$ cat src/rtl/strm_pf_pkg.sv
package strm_pf_pkg;
  // 4 KB page of 64-byte lines: 64 line slots per page
  localparam int PAGE_IDX_W = 6;
  localparam int PAGE_LINES = 1 << PAGE_IDX_W;
  // frontier may step one past either page edge, so keep two extra signed bits
  localparam int FRONT_W = PAGE_IDX_W + 2;

  typedef logic [PAGE_IDX_W-1:0] lineIdx_t;
  typedef logic signed [FRONT_W-1:0] front_t;

  // strobes from the control to the tracker store
  typedef struct packed {
    logic     wrEn;    // update the selected tracker and its age
    logic     alloc;   // load a new page tag into the selected tracker
    logic     dir;     // 0 ascending, 1 descending
    logic [1:0] conf;  // 0 idle, 1 one step seen, 2 trained
    lineIdx_t last;
    front_t   next;
    logic     issue0;
    logic     issue1;
    lineIdx_t pfIdx0;
    lineIdx_t pfIdx1;
  } trkStrobe_t;
endpackage

$ cat src/rtl/strm_pf_track_store.sv
module strm_pf_track_store
  import strm_pf_pkg::*;
#(
  parameter int TAG_W   = 24,
  parameter int NUM_TRK = 4,
  localparam int SLOT_W = (NUM_TRK > 1) ? $clog2(NUM_TRK) : 1,
  localparam int ADDR_W = TAG_W + PAGE_IDX_W
) (
  input  logic                              clk,
  input  logic                              rstN,
  input  trkStrobe_t                        strb,
  input  logic [SLOT_W-1:0]                 slotSel,
  input  logic [TAG_W-1:0]                  reqTag,
  output logic [NUM_TRK-1:0]                trkValid,
  output logic [NUM_TRK-1:0][TAG_W-1:0]     trkTag,
  output logic [NUM_TRK-1:0]                trkDir,
  output logic [NUM_TRK-1:0][1:0]           trkConf,
  output logic [NUM_TRK-1:0][PAGE_IDX_W-1:0] trkLast,
  output logic [NUM_TRK-1:0][FRONT_W-1:0]   trkNext,
  output logic [SLOT_W-1:0]                 victim,
  output logic                              pfValid0,
  output logic [ADDR_W-1:0]                 pfAddr0,
  output logic                              pfValid1,
  output logic [ADDR_W-1:0]                 pfAddr1
);
  logic [NUM_TRK-1:0][SLOT_W-1:0] age;
  logic [NUM_TRK-1:0]             oldestVec;
  logic [SLOT_W-1:0]              selAge;

  assign selAge = age[slotSel];

  for (genvar s = 0; s < NUM_TRK; s++) begin : g_trk
    always_ff @(posedge clk) begin
      if (!rstN) begin
        trkValid[s] <= 1'b0;
        trkTag[s]   <= '0;
        trkDir[s]   <= 1'b0;
        trkConf[s]  <= 2'd0;
        trkLast[s]  <= '0;
        trkNext[s]  <= '0;
        age[s]      <= SLOT_W'(s);
      end else if (strb.wrEn) begin
        if (slotSel == SLOT_W'(s)) begin
          if (strb.alloc) begin
            trkValid[s] <= 1'b1;
            trkTag[s]   <= reqTag;
          end
          trkDir[s]  <= strb.dir;
          trkConf[s] <= strb.conf;
          trkLast[s] <= strb.last;
          trkNext[s] <= strb.next;
          age[s]     <= '0;
        end else if (age[s] < selAge) begin
          age[s] <= age[s] + 1'b1;
        end
      end
    end
    assign oldestVec[s] = (age[s] == SLOT_W'(NUM_TRK - 1));
  end

  always_comb begin
    victim = '0;
    for (int s = 0; s < NUM_TRK; s++) begin
      if (oldestVec[s]) victim = SLOT_W'(s);
    end
  end

  always_ff @(posedge clk) begin
    if (!rstN) begin
      pfValid0 <= 1'b0;
      pfValid1 <= 1'b0;
      pfAddr0  <= '0;
      pfAddr1  <= '0;
    end else begin
      pfValid0 <= strb.issue0;
      pfValid1 <= strb.issue1;
      if (strb.issue0) pfAddr0 <= {reqTag, strb.pfIdx0};
      if (strb.issue1) pfAddr1 <= {reqTag, strb.pfIdx1};
    end
  end

  AST_ONE_OLDEST: assert property (@(posedge clk) disable iff (!rstN)
    $countones(oldestVec) == 1);
  AST_SLOT1_AFTER_SLOT0: assert property (@(posedge clk) disable iff (!rstN)
    pfValid1 |-> pfValid0);
  AST_SLOT1_ADJACENT: assert property (@(posedge clk) disable iff (!rstN)
    pfValid1 |-> ((pfAddr1 == pfAddr0 + 1'b1) || (pfAddr1 + 1'b1 == pfAddr0)));
endmodule

$ cat src/rtl/strm_pf_ctrl.sv
module strm_pf_ctrl
  import strm_pf_pkg::*;
#(
  parameter int LINE_W    = 30,
  parameter int NUM_TRK   = 4,
  parameter int MAX_AHEAD = 20,
  localparam int TAG_W  = LINE_W - PAGE_IDX_W,
  localparam int SLOT_W = (NUM_TRK > 1) ? $clog2(NUM_TRK) : 1
) (
  input  logic                               clk,
  input  logic                               rstN,
  input  logic                               reqValid,
  input  logic [LINE_W-1:0]                  reqLine,
  input  logic [NUM_TRK-1:0]                 trkValid,
  input  logic [NUM_TRK-1:0][TAG_W-1:0]      trkTag,
  input  logic [NUM_TRK-1:0]                 trkDir,
  input  logic [NUM_TRK-1:0][1:0]            trkConf,
  input  logic [NUM_TRK-1:0][PAGE_IDX_W-1:0] trkLast,
  input  logic [NUM_TRK-1:0][FRONT_W-1:0]    trkNext,
  input  logic [SLOT_W-1:0]                  victim,
  output trkStrobe_t                         strb,
  output logic [SLOT_W-1:0]                  slotSel,
  output logic [TAG_W-1:0]                   reqTag
);
  localparam front_t ONE      = front_t'(1);
  localparam front_t MINUS1   = front_t'(-1);
  localparam front_t REACH    = front_t'(MAX_AHEAD);
  localparam front_t LAST_IDX = front_t'(PAGE_LINES - 1);

  lineIdx_t          idx;
  logic              hit;
  logic [SLOT_W-1:0] hitSlot;
  front_t idxS, lastS, nextS, stepS, aheadOld, base, c0, c1, dist0, dist1;
  logic stepUp, stepDn, dirNew, sameDir, wasTrained, ok0, ok1;

  always_comb begin
    reqTag  = reqLine[LINE_W-1:PAGE_IDX_W];
    idx     = reqLine[PAGE_IDX_W-1:0];
    hit     = 1'b0;
    hitSlot = '0;
    for (int s = 0; s < NUM_TRK; s++) begin
      if (trkValid[s] && trkTag[s] == reqTag) begin
        hit     = 1'b1;
        hitSlot = SLOT_W'(s);
      end
    end
  end

  // step detection and candidate arithmetic on the hit tracker
  always_comb begin
    idxS       = front_t'({2'b00, idx});
    lastS      = front_t'({2'b00, trkLast[hitSlot]});
    nextS      = front_t'(trkNext[hitSlot]);
    stepUp     = (idxS == lastS + ONE);
    stepDn     = (idxS + ONE == lastS);
    dirNew     = stepDn;
    stepS      = dirNew ? MINUS1 : ONE;
    sameDir    = (trkConf[hitSlot] != 2'd0) && (trkDir[hitSlot] == dirNew);
    wasTrained = (trkConf[hitSlot] == 2'd2) && (trkDir[hitSlot] == dirNew);
    aheadOld   = dirNew ? (idxS - nextS) : (nextS - idxS);
    base       = (wasTrained && aheadOld > 0) ? nextS : (idxS + stepS);
    c0         = base;
    c1         = base + stepS;
    dist0      = dirNew ? (idxS - c0) : (c0 - idxS);
    dist1      = dist0 + ONE;
    ok0        = sameDir && (c0 >= 0) && (c0 <= LAST_IDX) && (dist0 <= REACH);
    ok1        = ok0 && (c1 >= 0) && (c1 <= LAST_IDX) && (dist1 <= REACH);
  end

  always_comb begin
    strb    = '0;
    slotSel = victim;
    if (reqValid) begin
      strb.wrEn = 1'b1;
      strb.last = idx;
      if (!hit) begin
        strb.alloc = 1'b1;
      end else begin
        slotSel   = hitSlot;
        strb.dir  = trkDir[hitSlot];
        strb.conf = trkConf[hitSlot];
        strb.next = nextS;
        if (stepUp || stepDn) begin
          strb.dir    = dirNew;
          strb.conf   = sameDir ? 2'd2 : 2'd1;
          strb.issue0 = ok0;
          strb.issue1 = ok1;
          strb.pfIdx0 = c0[PAGE_IDX_W-1:0];
          strb.pfIdx1 = c1[PAGE_IDX_W-1:0];
          if (sameDir) strb.next = ok1 ? (c1 + stepS) : (ok0 ? c1 : base);
        end else if (idx != trkLast[hitSlot]) begin
          strb.conf = 2'd0;
        end
      end
    end
  end

  AST_ISSUE_NEEDS_TRAINING: assert property (@(posedge clk) disable iff (!rstN)
    strb.issue0 |-> (reqValid && hit && trkConf[hitSlot] != 2'd0));
  AST_MISS_ALLOCATES_QUIETLY: assert property (@(posedge clk) disable iff (!rstN)
    (reqValid && !hit) |-> (strb.alloc && !strb.issue0 && slotSel == victim));
endmodule

$ cat src/rtl/strm_pf_top.sv
module strm_pf_top
  import strm_pf_pkg::*;
#(
  parameter int LINE_W    = 30,
  parameter int NUM_TRK   = 4,
  parameter int MAX_AHEAD = 20,
  localparam int TAG_W  = LINE_W - PAGE_IDX_W,
  localparam int SLOT_W = (NUM_TRK > 1) ? $clog2(NUM_TRK) : 1
) (
  input  logic              clk,
  input  logic              rstN,
  input  logic              reqValid,
  input  logic [1:0]        reqKind,
  input  logic [LINE_W-1:0] reqLine,
  output logic              pfValid0,
  output logic [LINE_W-1:0] pfAddr0,
  output logic              pfValid1,
  output logic [LINE_W-1:0] pfAddr1
);
  trkStrobe_t                         strb;
  logic [SLOT_W-1:0]                  slotSel;
  logic [SLOT_W-1:0]                  victim;
  logic [TAG_W-1:0]                   reqTag;
  logic [NUM_TRK-1:0]                 trkValid;
  logic [NUM_TRK-1:0][TAG_W-1:0]      trkTag;
  logic [NUM_TRK-1:0]                 trkDir;
  logic [NUM_TRK-1:0][1:0]            trkConf;
  logic [NUM_TRK-1:0][PAGE_IDX_W-1:0] trkLast;
  logic [NUM_TRK-1:0][FRONT_W-1:0]    trkNext;

  strm_pf_ctrl #(.LINE_W(LINE_W), .NUM_TRK(NUM_TRK), .MAX_AHEAD(MAX_AHEAD)) ctrl_i (
    .clk(clk), .rstN(rstN), .reqValid(reqValid), .reqLine(reqLine),
    .trkValid(trkValid), .trkTag(trkTag), .trkDir(trkDir), .trkConf(trkConf),
    .trkLast(trkLast), .trkNext(trkNext), .victim(victim),
    .strb(strb), .slotSel(slotSel), .reqTag(reqTag)
  );

  strm_pf_track_store #(.TAG_W(TAG_W), .NUM_TRK(NUM_TRK)) store_i (
    .clk(clk), .rstN(rstN), .strb(strb), .slotSel(slotSel), .reqTag(reqTag),
    .trkValid(trkValid), .trkTag(trkTag), .trkDir(trkDir), .trkConf(trkConf),
    .trkLast(trkLast), .trkNext(trkNext), .victim(victim),
    .pfValid0(pfValid0), .pfAddr0(pfAddr0), .pfValid1(pfValid1), .pfAddr1(pfAddr1)
  );

  // distance of each output from the lookup sampled one edge earlier
  logic [LINE_W-1:0]     prevLine;
  logic [PAGE_IDX_W-1:0] prevIdx, idx0, idx1, gap0, gap1;
  always_ff @(posedge clk) prevLine <= reqLine;
  always_comb begin
    prevIdx = prevLine[PAGE_IDX_W-1:0];
    idx0    = pfAddr0[PAGE_IDX_W-1:0];
    idx1    = pfAddr1[PAGE_IDX_W-1:0];
    gap0    = (idx0 > prevIdx) ? (idx0 - prevIdx) : (prevIdx - idx0);
    gap1    = (idx1 > prevIdx) ? (idx1 - prevIdx) : (prevIdx - idx1);
  end

  AST_IDLE_QUIET: assert property (@(posedge clk) disable iff (!rstN)
    !reqValid |=> (!pfValid0 && !pfValid1));
  AST_KIND_KNOWN: assert property (@(posedge clk) disable iff (!rstN)
    reqValid |-> !$isunknown(reqKind));
  AST_SAME_PAGE: assert property (@(posedge clk) disable iff (!rstN)
    pfValid0 |-> (pfAddr0[LINE_W-1:PAGE_IDX_W] == prevLine[LINE_W-1:PAGE_IDX_W]));
  AST_WITHIN_REACH: assert property (@(posedge clk) disable iff (!rstN)
    pfValid0 |-> (gap0 != '0 && 32'(gap0) <= MAX_AHEAD &&
                  (!pfValid1 || (gap1 != '0 && 32'(gap1) <= MAX_AHEAD))));
endmodule

$ cat config.mk
export PLATFORM = sky130hd
export DESIGN_NAME = strm_pf_top
export DESIGN_NICKNAME = d
export VERILOG_FILES = /design/src/rtl/strm_pf_pkg.sv /design/src/rtl/strm_pf_track_store.sv /design/src/rtl/strm_pf_ctrl.sv /design/src/rtl/strm_pf_top.sv
export SDC_FILE = /design/constraint.sdc
export NUM_CORES = 1
export LEC_CHECK = 0
export BUFFER_PORTS_ARGS = -buffer_cell sky130_fd_sc_hd__buf_2
export CORE_MARGIN = 2
export CORE_UTILIZATION = 45
export CTS_BUF_LIST = sky130_fd_sc_hd__clkbuf_8 sky130_fd_sc_hd__clkbuf_16
export DETAILED_ROUTE_END_ITERATION = 8
export GPL_ROUTABILITY_DRIVEN = 0
export GPL_TIMING_DRIVEN = 0
export HOLD_SLACK_MARGIN = 0.08
export PLACE_DENSITY = 0.6
export RECOVER_POWER = 25
export SYNTH_ARGS = -nofsm -noshare
export SYNTH_HDL_FRONTEND = slang
export SYNTH_HIERARCHICAL = 1
export SYNTH_SLANG_ARGS = --single-unit
$ cat constraint.sdc
create_clock -name clk -period 16.8 [get_ports clk]
set_clock_uncertainty 0.2 [all_clocks]
set_input_delay 2.52 -clock clk [delete_from_list [all_inputs] [get_ports clk]]
set_output_delay 2.52 -clock clk [all_outputs]
set_load 0.01 [all_outputs]
==> results <==
- The flow ran to the end, and the final reports show no timing, DRC or antenna violations.
- STA classifies the critical path startpoint as an input port.
- The worst setup path category is input port to flip-flop.
- The initial antenna violation count is 0.
- The share of synthesized registers carrying an async set or reset is 0.
- The path depth of the worst reg2reg path is 44.
- The leakage power of the design is 5.99 nW.
- The number of nets in the layout is 1968.
- For this run the aggregate overflow at the end of global routing stands at 0.
- The required time at the worst-slack endpoint is 17.02 ns.
- The total CTS buffers is 27.
- When the netlist entered floorplanning its net count stood at 1847.
- Buffers placed on the I/O ports in this run total 92.
- After synthesis, the largest family of logic cells by area is simple AND/OR/NAND/NOR gates.
- Power spread over the standard cell area amounts to 107 nW/µm².
- The final setup violation count is 0.
- The post-synthesis instance total is 1755.
- The startpoint identified for the worst hold timing path is store_i/trkConf[3].
- Among all flip-flop cells after synthesis, the most frequent one is dfxtp_1.
- For this run, the register share of the synthesized area comes to 0.327.
- On the critical path, the stage with the largest delay is an instance of or4_1.
- The endpoint identified for the worst register-to-register timing path is store_i/pfAddr1[16].
- The first global-routing pass estimated 69700 µm of wire.
- The clock latency of the later-clocked register in the worst-skew pair is 0.54 ns.
- Each instance of the synthesized netlist takes up on average 8.30 µm².
- At the pin with the least slew margin, the transition time is 0.890 ns.
- The repair_antennas step left the layout with diodes totalling 0.
- The floorplan step defined a die boundary enclosing 33800 µm².
- The endpoint type of the worst setup path is a flip-flop.
- The CTS sink count is 238.
- Setup repair after global routing left no endpoint under its margin.
- Once the clock tree was built, the setup fixing pass inserted 0 buffers.
- The via count of the first global-routing pass came to 12200.
- From left edge to right edge, the die measures 184 µm.
- The total number of yosys warnings is 6.
- The highest achievable clock rate is 0.0747 GHz.
- Summed over all failing endpoints, the final setup total negative slack is 0 ns.
- The routed layout has 12800 vias.
- Clock-pin slew was measured on the worst setup and hold paths at 0.06 ns.
- Counting both buffers and inverters, the worst setup path holds a total of 11.
- The startpoint identified for the worst register-to-register timing path is store_i/trkTag[55].
- The starting utilization of the core area is 0.459.
- Data arrives at the worst endpoint at 13.62 ns.
- VDD sags by at most 64.9 µV.
- The met3 routing resource usage after global routing is 0.0349.
- The area overhead of the layout relative to synthesis is 11.5%.
- The leading cell type in the layout, fill and taps excluded is nand2_1.
- For met2 alone, demand over resource in global routing was 0.442.
- Setup slack on the worst reg-to-reg path comes out at 5.38 ns.
- The maximum number of pins on one net before global-route repair is 29.
- The final-report max-slew violation count is 0.
- The mapped netlist covers 14600 µm².
- The cell depth of the worst hold path is 2.
- The met1 track utilization from global routing is 0.346.
- The largest fanout on the critical path is 10.
- Once detailed placement completed, the half-perimeter wirelength came to 33800 µm.
- The worst pin sits at a relative slew slack of 0.403.
- The number of hold buffers added after CTS was 0.
- The number of hold-slack violations in the final timing report is 0.
- The worst hold margin is 0.250 ns.
- The count of max-cap constraint violations is 0.
- The first TritonRoute pass finished after 5 iterations.
- The root cell of the clock tree is clkbuf_16.
- The largest stage delay on the critical path is 0.58 ns.
- The wire length reported by the detailed router is 44800 µm.
- Of the total synthesized cell area, the portion taken by full adders, half adders and majority gates is 0.0520.
- The post-synthesis compound-gate area fraction came to 0.193.
- The total number of H-tree levels is 1.
- In the routed design, unresolved DRC markers number 0.
- Dividing the detail-routed via count by the number of cells gives 5.59.
- The cell family contributing the most delay on the critical path is simple AND/OR/NAND/NOR gates.
- The end point of the worst hold path is store_i/trkConf[3].
- The path class of the tightest hold or removal check is flip-flop to flip-flop.
- The floorplan step set the die height to 184 µm.
- The top cell types in the final layout, fill and taps aside, are nand2_1, dfxtp_1, a21boi_1.
- Dividing the final minimum period by the clock period gives 0.797.
- The number of enable flip-flop cells after synthesis is 0.
- The portion of synthesized area spent on multiplexers is 0.0604.
- In the final routed layout, each cell accounts on average for 19.5 µm.
- The power after layout is 1.74 mW.
- The smallest clock period supported by the final layout is computed as 13.39 ns.
- The count of nets left with antenna violations once routing finished came out at 0.
- In this run the standard cell core region covers 31700 µm².
- In this run the core area contains 65 standard-cell rows.
- The simple-gate share of the synthesized area is 0.233.
- Pin placement for this block handled 97 I/O pins.
- The first routing iteration left 1040 violations.
- The share of post-route cells with drive strength above 1 is 0.0929.
- The post-synthesis share of cell area spent on xor and xnor gates is 0.0784.
- The layer flagged by global routing as most heavily used is met2.
- The cell that appears most often on the critical path is clkbuf_1.
- The global routing usage summed across all routing layers is 0.263.
- After synthesis the netlist holds a flip-flop and latch count of 238.
- The worst-case clock buffer depth is 3.
- The count of different cell masters after synthesis is 98.
- The clock tree from TritonCTS is done.
- The count of cells resized by post-cts repair is 0.
## power breakdown
part	internal (mW)	total (mW)	switching, mW
clock	0.319	0.562	0.243
combinational	0.196	0.541	0.346
sequential	0.602	0.635	0.0332
total	1.12	1.74	0.622
## tightest hold or removal path: cells and delay by family, from the launching register on
family | cells | cell delay, ns
AOI/OAI and AO/OA | 1 | 0.05
DFF | 1 | 0.31
and+or+nand+nor | 1 | 0.05
## worst max path at each step
stage / startpoint / endpoint / slack, ns / cells past startpoint
floorplan: reqLine[13] / store_i/pfAddr1[0] / 5.53 / 44
global placement: reqLine[13] / store_i/pfAddr1[19] / 3.36 / 45
detailed placement: reqLine[27] / store_i/pfAddr1[10] / 3.26 / 43
CTS: reqLine[27] / store_i/pfAddr1[16] / 3.79 / 43
global route: reqLine[13] / store_i/trkNext[23] / 2.53 / 40
finish: reqLine[13] / store_i/pfAddr1[16] / 3.41 / 45
## cells by family (layout without fill, tap and decap cells)
kind of cell,after synthesis,after routing
muxes,86,86
AOI/OAI and AO/OA,383,383
buffers and inverters,165,304
xor gates and xnor gates,128,128
DFF,238,238
and+or+nand+nor,698,698
adders and majority gates,57,57
## per-layer routing
metal | vias to the layer above | routed length (µm)
li1 | 6257 | -
met1 | 6124 | 20000
met2 | 361 | 21000
met3 | 88 | 2190
met4 | 0 | 1560
met5 | - | 0
## through the flow
step	area, µm²	std cells	setup WS [ns]	util
global route	16200	2296	2.53	0.512
floorplan	14600	1755	5.53	-
finish	16200	2296	3.41	0.512
CTS	16400	2296	3.79	0.516
global placement	15500	2249	3.36	0.490
detailed placement	15500	2249	3.26	0.490
## state kept, by name, indices dropped and copies added (netlist names)
name / flops
store_i/age: 8
store_i/pfValid0: 1
store_i/trkValid: 4
store_i/trkNext: 32
store_i/pfAddr1: 30
store_i/trkDir: 4
store_i/pfAddr0: 30
store_i/trkTag: 96
store_i/trkLast: 24
store_i/pfValid1: 1
store_i/trkConf: 8
## layout make-up
type / count / area (µm²)
buffer: 108 / 579
clock buffer: 30 / 717
clock inverter: 17 / 106
fill: 3173 / 15500
inverter: 57 / 216
multi-input combinational: 1352 / 8970
sequential: 238 / 4760
tap: 402 / 503
timing repair buffer: 92 / 382
## cell usage after synthesis (all sizes together) (6+ instances only)
library cell | instances | area, µm²
nand2 | 373 | 1430
dfxtp | 238 | 4760
a21boi | 174 | 1310
mux2i | 79 | 791
nor2b | 73 | 459
xnor2 | 70 | 621
nor2 | 68 | 278
buf | 67 | 444
inv | 57 | 216
o21ai | 57 | 285
xor2 | 57 | 499
ha | 51 | 638
clkbuf | 41 | 154
a21oi | 31 | 155
nand3 | 27 | 135
nand4 | 25 | 156
and2 | 24 | 150
o21a | 22 | 165
nor3 | 20 | 165
nor4 | 17 | 106
nand2b | 16 | 100
or3 | 13 | 86.3
a21o | 11 | 82.6
or4 | 11 | 86.3
a211oi | 10 | 85.1
o211ai | 10 | 75.1
nand3b | 9 | 71.3
and3 | 6 | 42.5
fa | 6 | 120
mux2 | 6 | 67.6
o311ai | 6 | 60.1
Note: power is estimated with default switching activity, not from simulation.
